==> src/rtl/cmdring_pkg.sv <==
package cmdring_pkg;
  localparam int REG_W  = 32;
  localparam int REG_AW = 4;
  localparam int PTR_W  = 8;
  localparam int SIZE_W = 9;

  typedef enum logic [REG_AW-1:0] {
    RA_SETUP  = 4'd0,
    RA_CTRL   = 4'd1,
    RA_STATUS = 4'd2,
    RA_OPA    = 4'd3,
    RA_OPB    = 4'd4,
    RA_ISTAT  = 4'd5,
    RA_ISEN   = 4'd6,
    RA_IGEN   = 4'd7,
    RA_IFRC   = 4'd8
  } reg_addr_e;

  // interrupt bit positions (decoded by software)
  localparam int IB_IBI_RDY  = 12;
  localparam int IB_DONE     = 11;
  localparam int IB_RINGOP   = 10;
  localparam int IB_XERR     = 9;
  localparam int IB_IBI_FULL = 6;
  localparam int IB_XABORT   = 5;

  localparam logic [REG_W-1:0] IRQ_IMPL =
    (REG_W'(1) << IB_IBI_RDY) | (REG_W'(1) << IB_DONE) |
    (REG_W'(1) << IB_RINGOP)  | (REG_W'(1) << IB_XERR) |
    (REG_W'(1) << IB_IBI_FULL) | (REG_W'(1) << IB_XABORT);

  // one-step advance of a ring pointer, wrapping at the ring size
  function automatic logic [PTR_W-1:0] ptr_next(input logic [PTR_W-1:0] p,
                                                input logic [SIZE_W-1:0] sz);
    logic [SIZE_W-1:0] n;
    n = SIZE_W'(p) + SIZE_W'(1);
    if (n >= sz) return '0;
    return n[PTR_W-1:0];
  endfunction
endpackage

==> src/rtl/crr_ctrl.sv <==
module crr_ctrl (
  input  logic       clk,
  input  logic       rst_n,
  input  logic       ctrl_wr,
  input  logic [2:0] ctrl_wdata,
  input  logic       locked,
  output logic       enabled,
  output logic       running,
  output logic       aborted,
  output logic       ringop_ev,
  output logic       xabort_ev
);
  logic abort_hit;

  // abort accepted only while running
  assign abort_hit = ctrl_wr && ctrl_wdata[0] && ctrl_wdata[2] && running;
  assign ringop_ev = abort_hit;
  assign xabort_ev = abort_hit && locked;

  always_ff @(posedge clk or negedge rst_n) begin
    if (!rst_n) begin
      enabled <= 1'b0;
      running <= 1'b0;
      aborted <= 1'b0;
    end else if (ctrl_wr) begin
      if (!ctrl_wdata[0]) begin
        enabled <= 1'b0;
        running <= 1'b0;
        aborted <= 1'b0;
      end else if (ctrl_wdata[2]) begin
        enabled <= 1'b1;
        if (running) begin
          running <= 1'b0;
          aborted <= 1'b1;
        end
      end else begin
        enabled <= 1'b1;
        running <= ctrl_wdata[1];
        if (ctrl_wdata[1]) aborted <= 1'b0;
      end
    end
  end

  a_r7_abort_stops: assert property (@(posedge clk) disable iff (!rst_n)
    (ctrl_wr && ctrl_wdata[0] && ctrl_wdata[2] && running) |=> (!running && aborted));

  a_r6_run_needs_enable: assert property (@(posedge clk) disable iff (!rst_n)
    running |-> enabled);

  a_r8_restart_clears_abort: assert property (@(posedge clk) disable iff (!rst_n)
    (ctrl_wr && ctrl_wdata == 3'b011) |=> (running && !aborted));
endmodule

==> src/rtl/crr_issue.sv <==
module crr_issue
  import cmdring_pkg::*;
(
  input  logic              clk,
  input  logic              rst_n,
  input  logic              running,
  input  logic [SIZE_W-1:0] size,
  input  logic [PTR_W-1:0]  enq,
  input  logic              clr_ptr,
  input  logic              cmd_ready,
  input  logic              rsp_valid,
  input  logic              rsp_err,
  output logic              cmd_valid,
  output logic [PTR_W-1:0]  cmd_slot,
  output logic [PTR_W-1:0]  hw_deq,
  output logic              locked,
  output logic              done_ev,
  output logic              err_ev
);
  logic ring_empty, fire, rsp_take;

  assign ring_empty = (hw_deq == enq);
  assign cmd_valid  = running && !ring_empty && !locked;
  assign cmd_slot   = hw_deq;
  assign fire       = cmd_valid && cmd_ready;
  assign rsp_take   = rsp_valid && locked;
  assign done_ev    = rsp_take && !rsp_err;
  assign err_ev     = rsp_take && rsp_err;

  always_ff @(posedge clk or negedge rst_n) begin
    if (!rst_n) begin
      hw_deq <= '0;
      locked <= 1'b0;
    end else begin
      if (clr_ptr)       hw_deq <= '0;
      else if (rsp_take) hw_deq <= ptr_next(hw_deq, size);
      if (fire)          locked <= 1'b1;
      else if (rsp_take) locked <= 1'b0;
    end
  end

  a_r4_one_outstanding: assert property (@(posedge clk) disable iff (!rst_n)
    $rose(locked) |-> $past(cmd_valid && cmd_ready));

  a_r5_advance: assert property (@(posedge clk) disable iff (!rst_n)
    (rsp_valid && locked && !clr_ptr) |=> (hw_deq == ptr_next($past(hw_deq), $past(size))));

  a_r14_stray_response: assert property (@(posedge clk) disable iff (!rst_n)
    (rsp_valid && !locked && !clr_ptr) |=> $stable(hw_deq));

  a_r4_no_offer_when_stopped: assert property (@(posedge clk) disable iff (!rst_n)
    !running |-> !cmd_valid);
endmodule

==> src/rtl/crr_irq.sv <==
module crr_irq
  import cmdring_pkg::*;
(
  input  logic             clk,
  input  logic             rst_n,
  input  logic [REG_W-1:0] ev,
  input  logic             wr_stat,
  input  logic             wr_sen,
  input  logic             wr_gen,
  input  logic             wr_frc,
  input  logic [REG_W-1:0] wdata,
  output logic [REG_W-1:0] istat,
  output logic [REG_W-1:0] stat_en,
  output logic [REG_W-1:0] sig_en,
  output logic             irq
);
  logic [REG_W-1:0] frc_vec, set_vec, clr_vec;

  assign frc_vec = wr_frc  ? wdata : '0;
  assign clr_vec = wr_stat ? wdata : '0;
  assign set_vec = (ev | frc_vec) & stat_en & IRQ_IMPL;
  assign irq     = |(istat & sig_en);

  always_ff @(posedge clk or negedge rst_n) begin
    if (!rst_n) begin
      istat   <= '0;
      stat_en <= '0;
      sig_en  <= '0;
    end else begin
      istat <= (istat & ~clr_vec) | set_vec;   // a new event wins over a clear
      if (wr_sen) stat_en <= wdata & IRQ_IMPL;
      if (wr_gen) sig_en  <= wdata & IRQ_IMPL;
    end
  end

  a_r10_masked_never_latches: assert property (@(posedge clk) disable iff (!rst_n)
    1'b1 |=> ((istat & ~$past(istat) & ~$past(stat_en)) == '0));

  a_r9_clear_on_one: assert property (@(posedge clk) disable iff (!rst_n)
    (wr_stat && ev == '0) |=> ((istat & $past(wdata)) == '0));

  a_r11_irq_needs_signal: assert property (@(posedge clk) disable iff (!rst_n)
    (sig_en == '0) |-> !irq);
endmodule

==> src/rtl/cmdring_ptr_ctrl.sv <==
module cmdring_ptr_ctrl
  import cmdring_pkg::*;
#(
  parameter logic [SIZE_W-1:0] DEFAULT_SIZE = 9'd16
) (
  input  logic              clk,
  input  logic              rst_n,
  input  logic [REG_AW-1:0] reg_addr,
  input  logic              reg_wr,
  input  logic [REG_W-1:0]  reg_wdata,
  output logic [REG_W-1:0]  reg_rdata,
  output logic              cmd_valid,
  output logic [PTR_W-1:0]  cmd_slot,
  input  logic              cmd_ready,
  input  logic              rsp_valid,
  input  logic              rsp_err,
  output logic              irq
);
  logic [SIZE_W-1:0] size_q;
  logic [PTR_W-1:0]  enq_q, swdeq_q, ibideq_q, hw_deq;
  logic              wr_setup, wr_ctrl, wr_opa, clr_ptr;
  logic              enabled, running, aborted, locked;
  logic              ringop_ev, xabort_ev, done_ev, err_ev;
  logic [REG_W-1:0]  irq_ev, istat, stat_en, sig_en;

  assign wr_setup = reg_wr && (reg_addr == RA_SETUP);
  assign wr_ctrl  = reg_wr && (reg_addr == RA_CTRL);
  assign wr_opa   = reg_wr && (reg_addr == RA_OPA);
  assign clr_ptr  = wr_setup || (wr_opa && reg_wdata == '0);

  always_ff @(posedge clk or negedge rst_n) begin
    if (!rst_n) begin
      size_q   <= DEFAULT_SIZE;
      enq_q    <= '0;
      swdeq_q  <= '0;
      ibideq_q <= '0;
    end else if (wr_setup) begin
      size_q   <= reg_wdata[SIZE_W-1:0];
      enq_q    <= '0;
      swdeq_q  <= '0;
      ibideq_q <= '0;
    end else if (wr_opa) begin
      enq_q    <= reg_wdata[PTR_W-1:0];
      swdeq_q  <= reg_wdata[2*PTR_W-1:PTR_W];
      ibideq_q <= reg_wdata[3*PTR_W-1:2*PTR_W];
    end
  end

  crr_ctrl u_ctrl (
    .clk       (clk),
    .rst_n     (rst_n),
    .ctrl_wr   (wr_ctrl),
    .ctrl_wdata(reg_wdata[2:0]),
    .locked    (locked),
    .enabled   (enabled),
    .running   (running),
    .aborted   (aborted),
    .ringop_ev (ringop_ev),
    .xabort_ev (xabort_ev)
  );

  crr_issue u_issue (
    .clk      (clk),
    .rst_n    (rst_n),
    .running  (running),
    .size     (size_q),
    .enq      (enq_q),
    .clr_ptr  (clr_ptr),
    .cmd_ready(cmd_ready),
    .rsp_valid(rsp_valid),
    .rsp_err  (rsp_err),
    .cmd_valid(cmd_valid),
    .cmd_slot (cmd_slot),
    .hw_deq   (hw_deq),
    .locked   (locked),
    .done_ev  (done_ev),
    .err_ev   (err_ev)
  );

  always_comb begin
    irq_ev = '0;
    irq_ev[IB_DONE]   = done_ev;
    irq_ev[IB_XERR]   = err_ev;
    irq_ev[IB_RINGOP] = ringop_ev;
    irq_ev[IB_XABORT] = xabort_ev;
  end

  crr_irq u_irq (
    .clk    (clk),
    .rst_n  (rst_n),
    .ev     (irq_ev),
    .wr_stat(reg_wr && (reg_addr == RA_ISTAT)),
    .wr_sen (reg_wr && (reg_addr == RA_ISEN)),
    .wr_gen (reg_wr && (reg_addr == RA_IGEN)),
    .wr_frc (reg_wr && (reg_addr == RA_IFRC)),
    .wdata  (reg_wdata),
    .istat  (istat),
    .stat_en(stat_en),
    .sig_en (sig_en),
    .irq    (irq)
  );

  always_comb begin
    reg_rdata = '0;
    case (reg_addr)
      RA_SETUP:  reg_rdata[SIZE_W-1:0] = size_q;
      RA_CTRL:   reg_rdata[1:0] = {running, enabled};
      RA_STATUS: reg_rdata[3:0] = {locked, aborted, running, enabled};
      RA_OPA:    reg_rdata[3*PTR_W-1:0] = {ibideq_q, swdeq_q, enq_q};
      RA_OPB:    reg_rdata[PTR_W-1:0] = hw_deq;
      RA_ISTAT:  reg_rdata = istat;
      RA_ISEN:   reg_rdata = stat_en;
      RA_IGEN:   reg_rdata = sig_en;
      default:   reg_rdata = '0;
    endcase
  end

  a_r13_zero_write_resets: assert property (@(posedge clk) disable iff (!rst_n)
    (wr_opa && reg_wdata == '0) |=> (hw_deq == '0));

  a_r3_setup_clears: assert property (@(posedge clk) disable iff (!rst_n)
    wr_setup |=> (hw_deq == '0 && enq_q == '0));
endmodule

==> config.mk <==
export PLATFORM = sky130hd
export DESIGN_NAME = cmdring_ptr_ctrl
export DESIGN_NICKNAME = d
export VERILOG_FILES = /design/src/rtl/cmdring_pkg.sv /design/src/rtl/crr_ctrl.sv /design/src/rtl/crr_issue.sv /design/src/rtl/crr_irq.sv /design/src/rtl/cmdring_ptr_ctrl.sv
export SDC_FILE = /design/constraint.sdc
export NUM_CORES = 1
export LEC_CHECK = 0
export BUFFER_PORTS_ARGS = -buffer_cell sky130_fd_sc_hd__buf_2
export CAP_MARGIN = 25
export CORE_ASPECT_RATIO = 0.75
export CORE_MARGIN = 2
export CORE_UTILIZATION = 50
export CTS_BUF_LIST = sky130_fd_sc_hd__clkbuf_4
export CTS_CLUSTER_SIZE = 10
export DETAILED_ROUTE_END_ITERATION = 7
export GPL_ROUTABILITY_DRIVEN = 0
export HOLD_SLACK_MARGIN = 0.1
export PLACE_DENSITY = 0.73
export SETUP_SLACK_MARGIN = 0.3
export SLEW_MARGIN = 5
export SYNTH_ARGS = -nofsm -noshare
export SYNTH_HDL_FRONTEND = slang
export SYNTH_SLANG_ARGS = --single-unit
export TNS_END_PERCENT = 30
==> constraint.sdc <==
create_clock -name clk -period 4.7 [get_ports clk]
set_input_delay 0 -clock clk [delete_from_list [all_inputs] [get_ports clk]]
set_output_delay 0 -clock clk [all_outputs]
set_load 0.005 [all_outputs]
Word level (Yosys, flattened, before mapping)

Index checks and enable logic that the tools add are counted.

Logic and storage cells: 91
Input port bits: 42
Output and inout port bits: 42
Register bits: 89

$lt $le $gt $ge: 1
Eq/ne operators: 11
Reduce and logical (&&, ||, !) cells: 30
Mux-type cells: 30
Bitwise gates (word level): 6
Add/subtract/negate cells: 1

Operators by type and width:

| cell                                                                   | count |
|---|---|
| 8-bit 2-to-1 mux                                                       | 11 |
| 15-bit case mux with 4 select lines                                    | 1 |
| 32-bit by 13-bit bitwise AND with 32-bit output                        | 1 |
| 32-bit bitwise AND                                                     | 1 |
| 32-bit zero test                                                       | 1 |
| 32-bit 2-to-1 mux                                                      | 1 |
| 32-bit inverter                                                        | 1 |
| 32-bit by 13-bit bitwise OR with 32-bit output                         | 1 |
| 32-bit OR reduction                                                    | 1 |
| 4-bit case mux with 6 select lines                                     | 1 |
| 2-bit case mux with 5 select lines                                     | 2 |
| 1-bit logical AND                                                      | 18 |
| 4-bit by 3-bit equality test with 1-bit output (second input constant) | 4 |
| 13-bit bitwise AND                                                     | 1 |
| 13-bit 2-to-1 mux                                                      | 1 |
| 12-bit by 13-bit bitwise OR with 13-bit output                         | 1 |
| 1-bit 2-to-1 mux                                                       | 12 |
| 8-bit by 1-bit adder with 9-bit output (second input constant)         | 1 |
| 9-bit greater-or-equal comparator                                      | 1 |
| 4-bit by 2-bit equality test with 1-bit output (second input constant) | 2 |
| 8-bit equality test                                                    | 1 |
| 2-bit nonzero test                                                     | 3 |
| 4-bit by 1-bit equality test with 1-bit output (second input constant) | 1 |
| 4-bit equality test (second input constant)                            | 1 |
| 8 further kinds                                                        | 10 |

Logic depth before layout (Yosys ltp)

Word-level depth: 9
Gate-level depth with buffers: 10
Depth with buffers taken out: 9

Cells and area by module

A second synthesis with hierarchy kept.

Cells, all modules: 499
Area, all modules: 5,242.5 um^2

Modules (own cells, without submodules):

| module           | area each (um^2) | cells each | instances | seq. area each (um^2) |
|---|---|---|---|---|
| cmdring_ptr_ctrl | 2,199.6          | 224        | 1         | 827.0 |
| crr_irq          | 2,016.9          | 162        | 1         | 1,101.1 |
| crr_issue        | 877.1            | 99         | 1         | 225.2 |
| crr_ctrl         | 148.9            | 14         | 1         | 75.1 |

Worst setup path after synthesis

No wires, ideal clock.

Path kind: register to register
Start: reg u_issue.hw_deq[3] (netlist: u_issue.cmd_slot[3])
End: reg u_issue.hw_deq[2] (netlist: u_issue.cmd_slot[2])
Period minus slack after synthesis: 2.363 ns
Path buffers: 1
Data arrival time: 2.281 ns
Stages on the path, launching flop included: 11
Path slack: 2.337 ns
Required time: 4.618 ns
Setup time: 0.082 ns
Cells stage by stage: dfrtp_1 > clkbuf_1 > and3_1 > nand3_1 > xnor2_1 > ha_1 > a21oi_1 > o21ai_0 > a211oi_2 > nand4b_1 > a31oi_1

Word-level cells in the longest chain between the ends: 8

RTL lines:

| element                                | line              | source |
|---|---|---|
| from (decl)                            | crr_issue.sv:15   | `output logic [PTR_W-1:0] hw_deq,` |
| from (signal assigned)                 | crr_issue.sv:36   | `else if (rsp_take) hw_deq <= ptr_next(hw_deq, size);` |
| 8-bit by 1-bit adder with 9-bit output | cmdring_pkg.sv:36 | `n = SIZE_W'(p) + SIZE_W'(1);` |
| 9-bit greater-or-equal comparator      | cmdring_pkg.sv:37 | `if (n >= sz) return '0;` |
| 1-bit 2-to-1 mux                       | cmdring_pkg.sv:37 |  |
| 1-bit 2-to-1 mux                       | crr_issue.sv:36   |  |
| 1-bit 2-to-1 mux                       | crr_issue.sv:35   | `if (clr_ptr) hw_deq <= '0;` |
| 8-bit 2-to-1 mux                       | cmdring_pkg.sv:38 | `return n[PTR_W-1:0];` |
| 8-bit 2-to-1 mux                       | crr_issue.sv:36   |  |
| 8-bit 2-to-1 mux                       | crr_issue.sv:35   |  |

Every way passes these cells. The select of a mux whose other input is x is not followed.
A chain may end at the register's enable or synchronous reset.

Worst setup path after layout

Start: reg u_issue.hw_deq[0] (netlist: u_issue.cmd_slot[0])
End: reg u_issue.hw_deq[2] (netlist: u_issue.cmd_slot[2])

Word-level cells in the longest chain between the ends: 8

RTL lines:

| element                                  | line |
|---|---|
| 8-bit by 1-bit adder with 9-bit output * | cmdring_pkg.sv:36 |
| 9-bit greater-or-equal comparator        | cmdring_pkg.sv:37 |
| 1-bit 2-to-1 mux                         | cmdring_pkg.sv:37 |
| 1-bit 2-to-1 mux                         | crr_issue.sv:36 |
| 1-bit 2-to-1 mux                         | crr_issue.sv:35 |
| 8-bit 2-to-1 mux *                       | cmdring_pkg.sv:38 |
| 8-bit 2-to-1 mux *                       | crr_issue.sv:36 |
| 8-bit 2-to-1 mux *                       | crr_issue.sv:35 |

Mark *: on every way between the ends. The rest lies on a longest branch, timed or not. The select of a mux whose other input is x is not followed.

==> out/qor.txt <==
final hold vios: 0
Synth Instances: 423
critical path arrival: 3.26 ns
crit path max fanout: 10
vias in the first global route: 3901
Clock H-tree levels: 3
wire length on met1: 5.86 mm
CTS Sinks: 89
Stages on worst setup path: 9
clock buffer depth: 2
Syn Nets: 475
number of port buffers: 83
Worst slew margin: 0.367
Worst Path Buf+Inv: 0
clock tree from TritonCTS: done
first-pass GRT wire length: 20.3 mm
Warnings, synthesis: 0
Setup crit end: u_issue.cmd_slot[2]
Final #Nets: 584
Antenna Diode Count: 0
fraction of layout cells with a size suffix above 1: 0.251
Initial Util: 0.512
Worst Skew: 0.0124 ns
R2R cell count: 9
Starting DRT DRC Count: 353
post-synth top area cell: dfrtp_1
fmax: 348 MHz
Worst Hold Launch: reg_addr[3]
CP max-delay cell: a211oi_2
WP data required: 5.09 ns
Top delay family on crit path: compound AO/OA/AOI/OAI gates
initial antenna violation count: 0
leak pwr: 2.69 nW
routed wire length per instance: 18.9 um
Total GRT Usage: 0.265
Area Overhead vs Synth: 21.4%
Worst-path clk slew: 0.14 ns
Setup Total Neg Slack: 0 ns
crit path from: u_issue.cmd_slot[0]
CP max stage delay: 0.62 ns
final instance area: 5580 sq um
met3 wire len: 833 um
core area: 8970 sq um
cell repeated most along the worst path: ha_1
Slew Limit Fails: 0
fraction of registers with async set/reset: 1.00
Vias/cell: 5.97
Startpoint Class: flip-flop
outcome: completed
period utilisation layout: 0.611
hold crit path type: input port to flip-flop
min Tclk post-route: 2.87 ns
Final ANT Viol Nets: 0
clk root buf: clkbuf_4
drt first pass iters: 5
worst r2r dst: u_issue.cmd_slot[2]
mean post-synth cell area: 10.9 sq um
CP Capture Type: flip-flop
DR vias: 3874
I/O pin count: 84
die width: 115 um
flop-to-flop setup slack: 1.83 ns
total of max-cap violations: 0
top layer in use: met4
RR Startpoint: u_issue.cmd_slot[0]
Die ar.: 9980 sq um
Distinct cells, synth: 50
CTS buffer count: 9
largest net degree at the start of global routing: 69
Gates resized, CTS repair: 0
top_reg_cell synth: dfrtp_1
Rows: 30
met2 WL: 5.32 mm
die height: 87.0 um
CP Class: flip-flop to flip-flop
DRC: 0
Pwr Density: 323 nW/um^2
synthesized area: 4590 sq um
Post-DP Area: 5010 sq um
Synth top area share: 0.479
register area share after synthesis: 0.485
DP Wirelength: 8.29 mm
worst vdd ir: 0.271 mV
number of synthesized flops with an enable pin: 0
routed wire length: 12.3 mm
Skew-Pair Late Insertion Delay: 0.46 ns
top cells by area, synth: dfrtp_1 48%, a22o_1 7.6%, a21boi_0 4.2%
cells along the critical path: ha_1 -> nand3_1 -> xnor2_1 -> ha_1 -> a21oi_1 -> o21ai_0 -> a211oi_2 -> nand4b_1 -> a31oi_1
total grt overflow: 0
Tightest Pin Transition: 0.950 ns
Yosys reg bits: 89
final setup vio count: 0
RSZ-0062 raised after global routing: no
-- flip-flops by register name, indices dropped and copies added, names as in the netlist --
signal / count
u_issue.locked: 1
ibideq_q: 8
u_irq.stat_en: 6
size_q: 9
u_irq.istat: 32
u_ctrl.aborted: 1
u_issue.cmd_slot: 8
u_irq.sig_en: 6
enq_q: 8
u_ctrl.enabled: 1
u_ctrl.running: 1
swdeq_q: 8
-- area by class of cell --
class                      count  area (sq um)
inverter                      11          41.3
tap                          112           140
fill                         756          3390
sequential                    89          2230
clock inverter                 5          56.3
timing repair buffer         126           861
clock buffer                  11          82.6
multi-input combinational    295          2170
-- cell usage after synthesis (2+ instances only) --
cell,count
buf_2,11
mux2_2,15
nand2_4,2
nand2_1,45
a32o_1,2
a22oi_1,18
ha_1,10
buf_6,4
o21ai_0,10
a21oi_1,11
and3_1,4
nor4_1,9
a21o_1,2
nor2b_1,2
and2_1,10
mux2_4,7
clkbuf_1,10
a221o_1,4
inv_1,11
a21boi_0,26
buf_4,2
nand4_1,6
nor3_1,6
xor2_1,3
nand3_1,17
a222oi_1,2
dfrtp_1,88
mux2i_1,4
a22o_1,40
nand2b_1,2
nor2_4,2
nor2_1,9
xnor2_1,11
a31oi_1,2
-- timing repair --
action | CTS | global route
buffers inserted | 0 | 0
hold endpoints to repair | 177 | 0
hold buffers | 40 | 0
endpoints found under the setup margin | 0 | 0
-- worst min-delay path by stage --
stage / slack (ns) / depth (start not counted) / end
after floorplan: -0.30 / 0 / enq_q[0]
after global placement: -0.09 / 1 / u_irq.stat_en[10]
after detailed placement: -0.09 / 1 / u_irq.stat_en[11]
after CTS: 0.11 / 4 / u_ctrl.aborted
after global routing: 0.15 / 4 / u_ctrl.aborted
final: 0.15 / 4 / u_ctrl.aborted
-- kinds of logic after synthesis --
group | synth area share
xor+xnor | 0.0267
buf+inv | 0.0430
flops | 0.485
simple gates | 0.142
compound gates | 0.208
fa+ha+maj | 0.0272
mux | 0.0684
-- stage by stage --
stage                      util  hold slack [ns]  worst slack [ns]  power [mW]  std cells
final                     0.622            0.146              1.83        1.80        649
after floorplan               -           -0.296              2.34        1.20        423
after global routing      0.622            0.153              1.57        1.90        649
after global placement    0.559          -0.0945              2.08        1.33        592
after detailed placement  0.559          -0.0924              2.00        1.34        592
after CTS                 0.619            0.110              1.92        1.80        648
-- layout by cell type, fill, tap and decap left out, drive strengths merged, types with 7 or more instances in the layout --
cell / count
inv: 11
and2: 11
mux2: 22
a22o: 40
nor4: 9
nor3: 7
buf: 86
ha: 10
a22oi: 18
a21boi: 26
a21oi: 11
nor2: 11
clkbuf: 11
dfrtp: 88
dlygate4sd3: 40
o21ai: 11
nand2: 47
xnor2: 11
nand3: 17
-- tightest hold or removal path, cell delays in order --
cell and delay (ns):
buf_2 0.17, nor2_1 0.09, nand3_1 0.16, a22o_1 0.16
-- metal layers --
metal  up-vias  GRT usage
met5         -          0
met4         0     0.0898
met3        22     0.0598
met2       164      0.394
met1      1906      0.383
li1       1782          -
-- where the power goes --
group	total, mW	switching [mW]	leakage, nW	internal, mW
clock network	0.434	0.261	0.0768	0.173
registers	0.969	0.102	1.16	0.867
logic	0.399	0.188	1.45	0.210
No activity file was read; power rests on OpenSTA's default activity.
